$ cat src/rtl/smram_pkg.sv
package smram_pkg;
  typedef enum logic [1:0] {
    RT_NONE  = 2'd0,
    RT_SYS   = 2'd1,
    RT_SMRAM = 2'd2
  } route_t;
endpackage

$ cat src/rtl/smram_cfg_regs.sv
module smram_cfg_regs #(
  parameter int ADDR_W   = 32,
  parameter int SZ_W     = 6,
  parameter int MIN_LOG2 = 15,
  parameter logic [ADDR_W-1:0] DEF_BASE = 'h38000
) (
  input  logic              clk,
  input  logic              rst,
  input  logic              cfg_we,
  input  logic [ADDR_W-1:0] cfg_base,
  input  logic [SZ_W-1:0]   cfg_size_log2,
  output logic [ADDR_W-1:0] win_base,
  output logic [ADDR_W-1:0] win_mask
);
  localparam logic [SZ_W-1:0] LO = SZ_W'(MIN_LOG2);
  localparam logic [SZ_W-1:0] HI = SZ_W'(ADDR_W);

  logic [SZ_W-1:0] log2_q;
  logic [SZ_W-1:0] log2_eff;

  // out-of-range exponents collapse to the minimum window
  always_comb begin
    if (cfg_size_log2 >= LO && cfg_size_log2 <= HI) log2_eff = cfg_size_log2;
    else                                            log2_eff = LO;
  end

  always_ff @(posedge clk) begin
    if (rst) begin
      win_base <= DEF_BASE;
      log2_q   <= LO;
    end else if (cfg_we) begin
      win_base <= cfg_base;
      log2_q   <= log2_eff;
    end
  end

  // mask keeps the address bits that select the aligned block
  for (genvar i = 0; i < ADDR_W; i++) begin : g_mask
    assign win_mask[i] = (SZ_W'(i) >= log2_q);
  end
endmodule

$ cat src/rtl/smram_window_match.sv
module smram_window_match #(
  parameter int ADDR_W    = 32,
  parameter int MIN_LOG2  = 15,
  parameter int SAVE_LOG2 = 9
) (
  input  logic [ADDR_W-1:0] addr,
  input  logic [ADDR_W-1:0] win_base,
  input  logic [ADDR_W-1:0] win_mask,
  output logic              hit,
  output logic              save_hit
);
  logic [ADDR_W-1:0] offset;
  logic [ADDR_W-1:0] upper;

  assign hit    = (((addr ^ win_base) & win_mask) == '0);
  assign offset = addr & ~win_mask;
  assign upper  = offset >> MIN_LOG2;
  // top slice of the lowest minimum-size block of the window
  assign save_hit = (&offset[MIN_LOG2-1:SAVE_LOG2]) && (upper == '0);
endmodule

$ cat src/rtl/smram_route.sv
module smram_route
  import smram_pkg::*;
#(
  parameter int MASTER_W = 2,
  parameter int CPU_ID   = 0
) (
  input  logic                acc_valid,
  input  logic                hit,
  input  logic [MASTER_W-1:0] acc_master,
  input  logic                smm_active,
  input  logic                load_en,
  output route_t              route
);
  logic is_cpu;
  logic open_path;

  assign is_cpu    = (acc_master == MASTER_W'(CPU_ID));
  assign open_path = smm_active || load_en;

  always_comb begin
    if (!acc_valid)                      route = RT_NONE;
    else if (hit && is_cpu && open_path) route = RT_SMRAM;
    else                                 route = RT_SYS;
  end
endmodule

$ cat src/rtl/smram_decode.sv
module smram_decode
  import smram_pkg::*;
#(
  parameter int ADDR_W    = 32,
  parameter int MASTER_W  = 2,
  parameter int CPU_ID    = 0,
  parameter int MIN_LOG2  = 15,
  parameter int SAVE_LOG2 = 9,
  parameter logic [ADDR_W-1:0] DEF_BASE = 'h38000,
  localparam int SZ_W = $clog2(ADDR_W + 1)
) (
  input  logic                clk,
  input  logic                rst,
  input  logic                cfg_we,
  input  logic [ADDR_W-1:0]   cfg_base,
  input  logic [SZ_W-1:0]     cfg_size_log2,
  input  logic                acc_valid,
  input  logic [ADDR_W-1:0]   acc_addr,
  input  logic [MASTER_W-1:0] acc_master,
  input  logic                smm_active,
  input  logic                load_en,
  output logic                cs_smram,
  output logic                cs_sysram,
  output logic                save_zone
);
  logic [ADDR_W-1:0] win_base;
  logic [ADDR_W-1:0] win_mask;
  logic              hit;
  logic              save_hit;
  route_t            route;

  smram_cfg_regs #(
    .ADDR_W(ADDR_W), .SZ_W(SZ_W), .MIN_LOG2(MIN_LOG2), .DEF_BASE(DEF_BASE)
  ) u_cfg (
    .clk(clk), .rst(rst), .cfg_we(cfg_we), .cfg_base(cfg_base),
    .cfg_size_log2(cfg_size_log2), .win_base(win_base), .win_mask(win_mask)
  );

  smram_window_match #(
    .ADDR_W(ADDR_W), .MIN_LOG2(MIN_LOG2), .SAVE_LOG2(SAVE_LOG2)
  ) u_match (
    .addr(acc_addr), .win_base(win_base), .win_mask(win_mask),
    .hit(hit), .save_hit(save_hit)
  );

  smram_route #(
    .MASTER_W(MASTER_W), .CPU_ID(CPU_ID)
  ) u_route (
    .acc_valid(acc_valid), .hit(hit), .acc_master(acc_master),
    .smm_active(smm_active), .load_en(load_en), .route(route)
  );

  always_ff @(posedge clk) begin
    if (rst) begin
      cs_smram  <= 1'b0;
      cs_sysram <= 1'b0;
      save_zone <= 1'b0;
    end else begin
      cs_smram  <= (route == RT_SMRAM);
      cs_sysram <= (route == RT_SYS);
      save_zone <= (route == RT_SMRAM) && save_hit;
    end
  end
endmodule

$ cat config.mk
export PLATFORM = sky130hd
export DESIGN_NAME = smram_decode
export DESIGN_NICKNAME = d
export VERILOG_FILES = /design/src/rtl/smram_pkg.sv /design/src/rtl/smram_cfg_regs.sv /design/src/rtl/smram_window_match.sv /design/src/rtl/smram_route.sv /design/src/rtl/smram_decode.sv
export SDC_FILE = /design/constraint.sdc
export NUM_CORES = 1
export LEC_CHECK = 0
export ABC_AREA = 1
export BUFFER_PORTS_ARGS = -buffer_cell sky130_fd_sc_hd__buf_2
export CORE_MARGIN = 4
export CORE_UTILIZATION = 45
export CTS_CLUSTER_SIZE = 24
export DETAILED_ROUTE_END_ITERATION = 7
export GPL_TIMING_DRIVEN = 0
export PLACE_DENSITY = 0.84
export SYNTH_ARGS = -nofsm -noshare
export SYNTH_HDL_FRONTEND = slang
export SYNTH_HIERARCHICAL = 1
export SYNTH_SLANG_ARGS = --single-unit
$ cat constraint.sdc
create_clock -name clk -period 1.8 [get_ports clk]
set_input_delay 0 -clock clk [delete_from_list [all_inputs] [get_ports clk]]
set_output_delay 0 -clock clk [all_outputs]
set_load 0.05 [all_outputs]
* After elaboration in Yosys (flattened, before gate mapping)
Cells that the tools add are included.
Storage, ports and cells: flip-flop bits (word level) 41, output and inout bits 3
Operators by class: order comparisons 34, equal/unequal tests 2, multiplexer cells 3, bitwise logic cells 4, reductions and logical operators 10
Operators with widths (count):
- $ge 5x6->1 const A | 16
- $and 32x32->32 | 2
- $logic_not 32->1 | 2
- $ge 4x6->1 const A | 8
- $not 32->32 | 1
- $xor 32x32->32 | 1
- $ge 3x6->1 const A | 4
- $ge 1x6->1 const A | 2
- $ge 2x6->1 const A | 2
- $ge 6x4->1 const B | 1
- $le 6x6->1 const B | 1
- $mux 6 | 1
- $reduce_and 6->1 | 1
- $logic_and 1x1->1 | 5
- $mux 2 | 2
- $eq 2x1->1 const B | 1
- $eq 2x2->1 const B | 1
- $logic_not 2->1 | 1
- $logic_or 1x1->1 | 1

* Longest topological paths before layout
word-level depth 9, depth in mapped cells 19

* Modules after synthesis
The synthesis kept the hierarchy.
Modules (own cells, without submodules):
- smram_cfg_regs | instances 1, cells each 245, area each 1665.3 um^2, seq. area each 760.7 um^2
- smram_window_match | instances 1, cells each 211, area each 847.1 um^2, seq. area each 0.0 um^2
- smram_decode | instances 1, cells each 9, area each 85.1 um^2, seq. area each 60.1 um^2
- smram_route | instances 1, cells each 9, area each 35.0 um^2, seq. area each 0.0 um^2

* Worst setup path after synthesis
No wires, ideal clock.
path kind reg-to-reg, start point reg u_cfg.log2_q[5], end point reg save_zone, setup time 0.064 ns, data arrival time 1.734 ns, required time 1.736 ns, slack 0.002 ns, stages on the path, launching flop included 17, path buffers 0, clock period less this slack 1.798 ns, cells stage by stage dfxtp_1 -> inv_2 -> nand2_1 -> inv_1 -> nor2_1 -> o21ai_0 -> nand2_1 -> nor2_1 -> nor2_1 -> nand2_1 -> nor2_1 -> nand2_1 -> nor2_1 -> nand3_1 -> nor2_1 -> nand3_1 -> nor2_1
On the way: longest elaborated chain between the ends 9
Ends and longest elaborated chain:
- start, declared | RTL line smram_cfg_regs.sv:18 | logic [SZ_W-1:0] log2_q;
- start signal, assigned | RTL line smram_cfg_regs.sv:33 | log2_q <= log2_eff;
- $ge 5x6->1 | RTL line smram_cfg_regs.sv:39 | assign win_mask[i] = (SZ_W'(i) >= log2_q);
- net win_mask[31] | RTL line smram_decode.sv:27 | logic [ADDR_W-1:0] win_mask;
- $and 32x32->32 | RTL line smram_window_match.sv:15 | assign hit = (((addr ^ win_base) & win_mask) == '0);
- $logic_not 32->1 | RTL line smram_window_match.sv:15
- net hit | RTL line smram_decode.sv:28 | logic hit;
- $logic_and 1x1->1 (2 in series) | RTL line smram_route.sv:22 | else if (hit && is_cpu && open_path) route = RT_SMRAM;
- $mux 2 | RTL line smram_route.sv:22
- $mux 2 | RTL line smram_route.sv:21 | if (!acc_valid) route = RT_NONE;
- net route[1] | RTL line smram_decode.sv:30 | route_t route;
- $eq 2x2->1 | RTL line smram_decode.sv:61 | save_zone <= (route == RT_SMRAM) && save_hit;
- $logic_and 1x1->1 | RTL line smram_decode.sv:61
- end signal, assigned | RTL line smram_decode.sv:61
- end, declared | RTL line smram_decode.sv:24 | output logic save_zone
The timed path passes the listed nets, and every way through them passes these cells. A chain may end at the register's enable or synchronous reset.

* Final worst setup path
start point reg u_cfg.log2_q[5], end point reg save_zone
On the way: longest elaborated chain between the ends 9
Ends and longest elaborated chain (RTL line):
- $ge 4x6->1 | smram_cfg_regs.sv:39
- net win_mask[15] | smram_decode.sv:27
- $and 32x32->32 | smram_window_match.sv:15
- $logic_not 32->1 | smram_window_match.sv:15
- net hit | smram_decode.sv:28
- $logic_and 1x1->1 (2 in series) | smram_route.sv:22
- $mux 2 | smram_route.sv:22
- $mux 2 | smram_route.sv:21
- net route[0] | smram_decode.sv:30
- $eq 2x2->1 | smram_decode.sv:61
- $logic_and 1x1->1 | smram_decode.sv:61
The timed path passes the listed nets, and every way through them passes these cells.

==> metrics.md <==
| Metric | Value |
|---|---|
| Outcome | `finished with violations` |
| Failing checks | `negative setup slack` |
| Final worst slack | `-0.150 ns` |
| Number of synthesized flops with an enable pin | `0` |
| Headroom to the max-slew limit | `0.672` |
| Critical path startpoint | `u_cfg/log2_q[5]` |
| Clk pin slew, worst setup/hold paths | `0.08 ns` |
| Simple-gate share of the synthesized area | `0.440` |
| Worst skew pair latency | `0.29 ns` |
| Mux contribution to synthesized area | `0` |
| Drt pass-1 iters | `4` |
| Final clock skew | `0.00531 ns` |
| Final core utilization | `0.664` |
| Via Count | `3,250` |
| CP bufs+invs | `4` |
| FP Rows | `27` |
| DR DRC count | `0` |
| Final setup vio count | `3` |
| Die Y | `84.5 um` |
| Fraction of layout cells with a size suffix above 1 | `0.233` |
| Layout net count | `679` |
| Vias in the first global route | `3,024` |
| CORE AREA | `5570 um^2` |
| Synth Area in Adders | `0` |
| First-pass GRT wire length | `13.1 mm` |
| IO Port Bufs | `79` |
| Final hold vios | `0` |
| IO Pins | `81` |
| Area added between synthesis and finish | `40.5%` |
| Kind of critical path | `reg -> reg` |
| Slowest cell on crit path | `dfxtp_4` |
| Overflow after GRT | `0` |
| Syn nets | `552` |
| Initial Utilization | `0.472` |
| Max-cap violations | `0` |
| Clk sinks | `41` |
| Async S/R FF share, synth | `0` |
| Slew Viols, Final | `0` |
| Worst Path Arrival | `2.18 ns` |
| CTS tree | `built` |
| Switch Pwr | `706 uW` |
| Fillers | `527` |
| Worst slew pin tran | `0.492 ns` |
| Die X | `84.5 um` |
| CP top delay family | `simple AND/OR/NAND/NOR gates` |
| Min cycle time layout | `1.95 ns` |
| Longest Clk Path Bufs | `2` |
| Total power | `2260 uW` |
| Final period util | `1.08` |
| Min-Delay Path Class | `in -> reg` |
| Routed wire per std cell | `12.2 um` |
| CP Cell Sequence | `nor2_4 -> buf_6 -> nor2_4 -> inv_2 -> nand2_1 -> nor2_1 -> nor2_2 -> nand2_1 -> nor2_1 -> nand2_1 -> nor2_2 -> nand3_2 -> nand2_2 -> inv_2 -> inv_2 -> nand3_2 -> nor2_2` |
| Antenna Violating Nets Remaining | `0` |
| Post-Syn Area | `2630 um^2` |
| Synth cell types | `27` |
| Leakage power total | `0.00194 uW` |
| Synth Flop Type | `dfxtp_1` |
| Die Area | `7140 um^2` |
| Flop pwr share | `0.452` |
| Pin count of the biggest net entering global routing | `12` |
| Main combinational cell family by area after synthesis | `simple AND/OR/NAND/NOR gates` |
| Max Fanout on Critical Path | `6` |
| Commonest non-fill, non-tap cell in the layout | `nor2_1` |
| Syn Area/Cell | `5.55 um^2` |
| Comb pwr share | `0.277` |
| Antenna violations before repair | `0` |
| Critical Path Max Stage Delay | `0.42 ns` |
| Post-synthesis sequential area ratio | `0.312` |
| H-tree depth | `2` |
| Cells after Synth | `474` |
| Via-to-Cell Ratio | `4.83` |
| XOR/XNOR Fraction of Synth Area | `0` |
| Switching Share | `0.312` |
| Clock power frac | `0.271` |
| P_int | `1550 uW` |
| VDD IR max | `0.366 mV` |
| Syn. warnings | `6` |
| Total CTS buffers | `5` |
| Dpl hpwl | `5.95 mm` |
| GP Congestion | `0.911` |
| Antenna diode count | `0` |
| RSZ-0062 raised after global routing | `true` |
| Worst hold start | `cfg_size_log2[3]` |
| Setup TNS | `-0.348 ns` |
| Reg2Reg Launch Point | `u_cfg/log2_q[5]` |
| Hold slack | `0.0231 ns` |
| Worst setup EP type | `flip-flop` |
| Commonest non-fill, non-tap cells in the layout | `133 x nor2_1, 111 x nand2_1, 82 x buf_2` |
| CTS root buf | `clkbuf_8` |
| GRT Util Overall | `0.223` |
| Worst setup SP type | `flip-flop` |
| Peak Freq | `0.513 GHz` |
| Post-synthesis compound-gate area fraction | `0.125` |
| FF+latch count, synth | `41` |
| 1st-iter DRT viols | `235` |
| Required time of the worst setup path | `2.03 ns` |
| DRT Wirelength | `8.23 mm` |
| Total power density per cell area | `611 nW/um^2` |
through the flow:
stage	area, um^2	setup WS, ns	cells
floorplan	2630	0.00188	474
global placement	3120	-0.361	625
detailed placement	3120	-0.362	625
CTS	3670	-0.100	673
global route	3700	-0.307	673
finish	3700	-0.150	673
power by group through the flow:
stage	sequential, uW	clock (uW)	combinational (uW)
6_report	1020	611	627
5_1_grt	1030	665	708
4_1_cts	1020	625	611
3_5_place_dp	1040	0	518
3_3_place_gp	1040	0	507
2_1_floorplan	1030	0	333
cell type report:
type / instances / area (um^2) / share of cell area
Buffer: 11 / 56.3 / 0.0152
Clock buffer: 7 / 86.3 / 0.0233
Sequential cell: 41 / 835 / 0.226
Tap cell: 72 / 90.1 / 0.0244
Timing Repair Buffer: 121 / 800 / 0.216
Multi-Input combinational cell: 351 / 1560 / 0.422
Inverter: 70 / 273 / 0.0737
logic make-up after synthesis:
kind of cell | Yosys count
simple gates | 289
compound gates | 62
flops | 41
buf+inv | 82
tightest hold or removal path: stages:
cell and delay (ns):
buf_2 0.10, inv_1 0.04, nand3_1 0.07, nand2_1 0.05, nand2_1 0.04
timing repair:
item,in CTS,in global routing
resized for setup,36,15
setup buffers,7,1
endpoints found under the hold margin,34,0
hold buffers,34,0
pin swaps,17,15
setup endpoints to repair,3,3
worst paths after layout:
check                       endpoint  slack [ns]  cells after the start
setup / recovery           save_zone       -0.15                     17
hold / removal       u_cfg/log2_q[3]        0.02                      5
setup reg to reg           save_zone       -0.15                     17
hold reg to reg   u_cfg/win_base[16]        0.51                      2
synth_stat cells (2+ instances only):
cell type / number / area share
a21oi_1: 11 / 0.021
buf_2: 4 / 0.0076
buf_4: 3 / 0.0086
clkbuf_1: 5 / 0.0071
dfxtp_1: 41 / 0.31
inv_1: 65 / 0.093
inv_2: 5 / 0.0071
nand2_1: 115 / 0.16
nand3_1: 21 / 0.040
nor2_1: 138 / 0.20
nor2_2: 3 / 0.0071
nor2_4: 2 / 0.0086
nor3_1: 2 / 0.0038
o21ai_0: 40 / 0.076
o22ai_1: 7 / 0.017
sequential cells by signal (all words and copies together), names as in the netlist:
register and cells:
u_cfg/win_base 32, u_cfg/log2_q 6, save_zone 1, cs_smram 1, cs_sysram 1
routing by layer:
metal / part of all wire / global-route usage
met3: 0.068 / 0.0383
met4: 0.020 / 0.0604
met5: 0 / 0
met2: 0.49 / 0.403
met1: 0.42 / 0.272
(Power assumes the default switching activity.)
